File: config.mk
export PLATFORM = sky130hd
export DESIGN_NAME = err_reporter
export DESIGN_NICKNAME = d
export VERILOG_FILES = /design/src/rtl/err_rpt_pkg.sv /design/src/rtl/err_retry_cnt.sv /design/src/rtl/err_status_regs.sv /design/src/rtl/err_reporter.sv
export SDC_FILE = /design/constraint.sdc
export NUM_CORES = 1
export LEC_CHECK = 0
export ABC_AREA = 1
export BUFFER_PORTS_ARGS = -buffer_cell sky130_fd_sc_hd__buf_2
export CAP_MARGIN = 10
export CORE_MARGIN = 2
export CORE_UTILIZATION = 58
export DETAILED_ROUTE_END_ITERATION = 8
export PLACE_DENSITY = 0.76
export SYNTH_ARGS = -nofsm -noshare
export SYNTH_HDL_FRONTEND = slang
export SYNTH_HIERARCHICAL = 1
export SYNTH_SLANG_ARGS = --single-unit
File: constraint.sdc
create_clock -name clk_i -period 2 [get_ports clk_i]
set_input_delay 0.4 -clock clk_i [delete_from_list [all_inputs] [get_ports clk_i]]
set_output_delay 0.4 -clock clk_i [all_outputs]
set_load 0.01 [all_outputs]
File: src/rtl/err_rpt_pkg.sv
package err_rpt_pkg;
  localparam int EV_RETRY = 0;
  localparam int EV_MTO   = 1;
  localparam int EV_EXT0  = 2;

  typedef enum logic [1:0] {
    RA_STATUS  = 2'd0,
    RA_DISABLE = 2'd1,
    RA_CTRL    = 2'd2,
    RA_NONE    = 2'd3
  } reg_addr_e;
endpackage

File: src/rtl/err_retry_cnt.sv
module err_retry_cnt #(
  parameter int LIMIT = 1 << 24,
  parameter int CW    = $clog2(LIMIT)
) (
  input  logic          clk_i,
  input  logic          rst_ni,
  input  logic          retry_i,
  input  logic          done_i,
  output logic          exh_o,
  output logic [CW-1:0] cnt_o
);
  localparam logic [CW-1:0] LAST = CW'(LIMIT - 1);

  logic [CW-1:0] cnt_q;

  // completion wins over a retry in the same cycle
  assign exh_o = retry_i && !done_i && (cnt_q == LAST);

  always_ff @(posedge clk_i or negedge rst_ni) begin
    if (!rst_ni)      cnt_q <= '0;
    else if (done_i)  cnt_q <= '0;
    else if (retry_i) cnt_q <= exh_o ? '0 : cnt_q + 1'b1;
  end

  assign cnt_o = cnt_q;
endmodule

File: src/rtl/err_status_regs.sv
module err_status_regs
  import err_rpt_pkg::*;
#(
  parameter int NUM_EV = 5
) (
  input  logic              clk_i,
  input  logic              rst_ni,
  input  logic [NUM_EV-1:0] ev_i,
  input  logic              reg_we_i,
  input  logic [1:0]        reg_addr_i,
  input  logic [NUM_EV-1:0] reg_wdata_i,
  output logic [NUM_EV-1:0] reg_rdata_o,
  output logic [NUM_EV-1:0] sts_o,
  output logic [NUM_EV-1:0] en_o
);
  localparam logic [NUM_EV-1:0] DIS_WMASK = ~(NUM_EV'(1) << EV_MTO);

  reg_addr_e            addr;
  logic [NUM_EV-1:0]    sts_q, dis_q, clr;
  logic                 mto_en_q;

  assign addr = reg_addr_e'(reg_addr_i);
  assign clr  = (reg_we_i && addr == RA_STATUS) ? reg_wdata_i : '0;

  always_ff @(posedge clk_i or negedge rst_ni) begin
    if (!rst_ni) begin
      sts_q    <= '0;
      dis_q    <= '0;
      mto_en_q <= 1'b0;
    end else begin
      sts_q <= (sts_q & ~clr) | ev_i;  // new event beats clear
      if (reg_we_i && addr == RA_DISABLE) dis_q    <= reg_wdata_i & DIS_WMASK;
      if (reg_we_i && addr == RA_CTRL)    mto_en_q <= reg_wdata_i[0];
    end
  end

  for (genvar i = 0; i < NUM_EV; i++) begin : g_en
    if (i == EV_MTO) begin : g_mto
      assign en_o[i] = mto_en_q;
    end else begin : g_dis
      assign en_o[i] = !dis_q[i];
    end
  end

  always_comb begin
    unique case (addr)
      RA_STATUS:  reg_rdata_o = sts_q;
      RA_DISABLE: reg_rdata_o = dis_q;
      RA_CTRL:    reg_rdata_o = NUM_EV'(mto_en_q);
      default:    reg_rdata_o = '0;
    endcase
  end

  assign sts_o = sts_q;
endmodule

File: src/rtl/err_reporter.sv
module err_reporter
  import err_rpt_pkg::*;
#(
  parameter int  N_EXT       = 3,
  parameter int  RETRY_LIMIT = 1 << 24,
  localparam int NUM_EV      = N_EXT + 2,
  localparam int CNT_W       = $clog2(RETRY_LIMIT)
) (
  input  logic              clk_i,
  input  logic              rst_ni,
  input  logic              retry_i,
  input  logic              done_i,
  input  logic              mto_i,
  input  logic [N_EXT-1:0]  evt_i,
  input  logic              reg_we_i,
  input  logic [1:0]        reg_addr_i,
  input  logic [NUM_EV-1:0] reg_wdata_i,
  output logic [NUM_EV-1:0] reg_rdata_o,
  output logic              serr_no
);
  logic              exh;
  logic [CNT_W-1:0]  cnt_vec;
  logic [NUM_EV-1:0] ev_vec, en_vec, sts_vec;
  logic              serr_q;

  err_retry_cnt #(.LIMIT(RETRY_LIMIT), .CW(CNT_W)) u_cnt (
    .clk_i  (clk_i),
    .rst_ni (rst_ni),
    .retry_i(retry_i),
    .done_i (done_i),
    .exh_o  (exh),
    .cnt_o  (cnt_vec)
  );

  assign ev_vec = {evt_i, mto_i, exh};

  err_status_regs #(.NUM_EV(NUM_EV)) u_regs (
    .clk_i      (clk_i),
    .rst_ni     (rst_ni),
    .ev_i       (ev_vec),
    .reg_we_i   (reg_we_i),
    .reg_addr_i (reg_addr_i),
    .reg_wdata_i(reg_wdata_i),
    .reg_rdata_o(reg_rdata_o),
    .sts_o      (sts_vec),
    .en_o       (en_vec)
  );

  always_ff @(posedge clk_i or negedge rst_ni) begin
    if (!rst_ni) serr_q <= 1'b1;
    else         serr_q <= !(|(ev_vec & en_vec));
  end

  assign serr_no = serr_q;
endmodule


==> flow_metrics.tcl <==
set metrics [dict create \
    outcome "finished, final reports clean" \
    ios 22 \
    tightestPinTransition_ns 0.776 \
    rsz0062_at_grt "no" \
    start_util_pct 61.1 \
    cts-hold-fix-buffers 0 \
    postCtsSetupRepairBufs 0 \
    gp_congestion 0.824 \
    worstSkewPairLatency_ns 0.33 \
    clockBufferDepth 2 \
    ys_seq_elements 35 \
    port-buffer-count 21 \
    fmax_mhz 560 \
    coreArea_um2 3360 \
    place_area_um2 2190 \
    worstReg2RegStart "u_cnt/cnt_o[0]" \
    wl_mm 4.04 \
    fin_cells 348 \
    clock-sinks 35 \
    period_needed_ns 1.79 \
    syn_inst 276 \
    drt_iter0_markers 100 \
    synth-main-ff-cell "dfrtp_1" \
    cts.clk_slew.worst_paths_ns 0.10 \
    yosysTopAreaCell "dfrtp_1" \
    grt_use_met2_pct 40.8 \
    relSlewSlack_pct 48.3 \
    grt_max_degree 36 \
    grt_pass1_vias 1717 \
    synth_mux_area_share_pct 0 \
    slew_viol_final 0 \
    max_stage_delay_ns 0.42 \
    fin_ws_ns 0.215 \
    antenna-diode-count 0 \
    setup_viol 0 \
    cellPowerDensity_nw_per_um2 586 \
    cts-root-buf "clkbuf_4" \
    crit_required_ns 2.23 \
    hpwl_mm 3.01 \
    met1_usage_pct 29.2 \
    timing.final.crit_share_pct 89.3 \
    synth_area_leaders "dfrtp_1 41%, nand2_1 17%, inv_1 5.8%, nand3_1 5.1%, nor2_1 5.1%" \
    ant_nets 0 \
    critPathBufInv 1 \
    place_ws_ns 0.243 \
    cts_buffers 5 \
    die_h_um 63.5 \
    dp.cells 340 \
    leakagePower_nw 1.01 \
    die_w_um 63.5 \
    crit_chain "ha_1 -> nand2_2 -> nor2_4 -> nand2_2 -> nor2_4 -> nand3_4 -> nand2_4 -> inv_2 -> nand3_1 -> nand2_1" \
    syn_area_per_cell_um2 7.44 \
    synth_compound_area_share_pct 7.92 \
    nets 318 \
    cp_max_fo 18 \
    gr-usage-met3_pct 5.71 \
    antenna_found_initial 0 \
    synth_xor_area_share_pct 5.97 \
    synth-edff-count 0 \
    synth_seq_area_share_pct 42.7 \
    critPathArrivalTime_ns 2.01 \
    slowest_stage "dfrtp_1" \
    design_area_um2 2260 \
    final_cell_mix "94 x nand2_1, 34 x dfrtp_1, 32 x inv_1" \
    mostFrequentLayoutCell "nand2_1" \
    area_growth_syn_to_layout_pct 10.1 \
    holdWs_ns 0.133 \
    yosys.area_share.adder_pct 0.609 \
    syn-num-nets 293 \
    grt_most_used_layer "met2" \
    drt_pre_antenna_iters 4 \
    synthArstFlopShare_pct 100 \
    syn_area_um2 2050 \
    grt_pass1_wl_mm 7.51 \
    peakVddDrop_mv 0.402 \
    grt-ovfl-total 0 \
    min_path_type "primary input to async pin" \
    dieArea_um2 4030 \
    synth_top_family_by_area "simple AND/OR/NAND/NOR gates" \
    worstSetupEndpointType "flop" \
    cts_resized 0 \
    cts_tree "yes" \
    synthDistinctLibCells 29 \
    final-hold-violation-count 0 \
    drc 0 \
    via_count 1748 \
    crit_family "simple AND/OR/NAND/NOR gates" \
    grt_use_total_pct 23.7 \
    drive_above_1_share_pct 16.2 \
    h-tree-depth 2 \
    post_drt_wl_per_cell_um 11.6 \
    skew_ns 0.00538 \
    cp-startpoint "u_cnt/cnt_o[0]" \
    rows 21 \
    drv_cap 0 \
    path_class "flop to flop" \
    ys_warn_count 6 \
    yosys.area_share.simple_pct 35.1 \
    setup-tns-final_ns 0 \
    synth.top_cell.area_share_pct 41.4 \
    routed_via_density 5.02 \
    critical_path.startpoint_type "flop" \
]
## layer usage
layer | vias up | wire length [um]
li1 | 914 | -
met1 | 773 | 1840
met2 | 48 | 1920
met3 | 13 | 189
met4 | 0 | 80
met5 | - | 0
## registers in the layout (all words and copies together) (netlist names)
signal and count:
u_cnt/cnt_o 24, u_regs/sts_o 5, u_regs/dis_q 4, serr_no 1, u_regs/mto_en_q 1
## layout make-up
type | count | area [um2]
Fill cell | 307 | 1100
Sequential cell | 35 | 877
Multi-Input combinational cell | 203 | 1020
Inverter | 34 | 128
Clock buffer | 8 | 68.8
Tap cell | 46 | 57.6
Timing Repair Buffer | 22 | 113
## synth_stat cells (3+ instances only)
library cell,number
dfrtp_1,34
inv_1,32
nand2_1,94
nand2_2,4
nand3_1,21
nor2_1,28
nor2_2,3
nor2_4,4
o21ai_0,9
o21ai_1,7
o22ai_1,4
o22ai_2,3
xor2_1,12
## per-stage QoR
| step | util, % | power (W) |
|---|---|---|
| after floorplan | - | 0.000851 |
| after global placement | 65.2 | 0.000908 |
| after detailed placement | 65.2 | 0.000910 |
| after CTS | 67.3 | 0.00135 |
| after global routing | 67.3 | 0.00140 |
| final | 67.3 | 0.00133 |
## logic make-up (layout without fill, tap and decap cells)
family                   after synthesis  after routing
AND/OR/NAND/NOR                      162            162
buffers and inverters                 38             64
flip-flops                            35             35
AO/OA/AOI/OAI                         26             26
XOR/XNOR                              14             14
adder cells (fa/ha/maj)                1              1
## where the power goes
part           switching [W]  internal, W
combinational      0.0000929    0.0000496
clock               0.000225     0.000207
sequential         0.0000152     0.000736
total               0.000333     0.000992
## final timing paths
kind	endpoint	slack, ns	depth (start not counted)
max in group asynchronous	u_cnt/cnt_o[22]	1.37	1
min in group clk_i	u_regs/sts_o[4]	0.26	3
worst min register to register	u_regs/sts_o[1]	0.48	2
worst min-delay path	u_cnt/cnt_o[7]	0.13	1
worst max register to register	u_cnt/cnt_o[22]	0.21	10
worst max-delay path	u_cnt/cnt_o[22]	0.21	10
(Power assumes the default switching activity.)
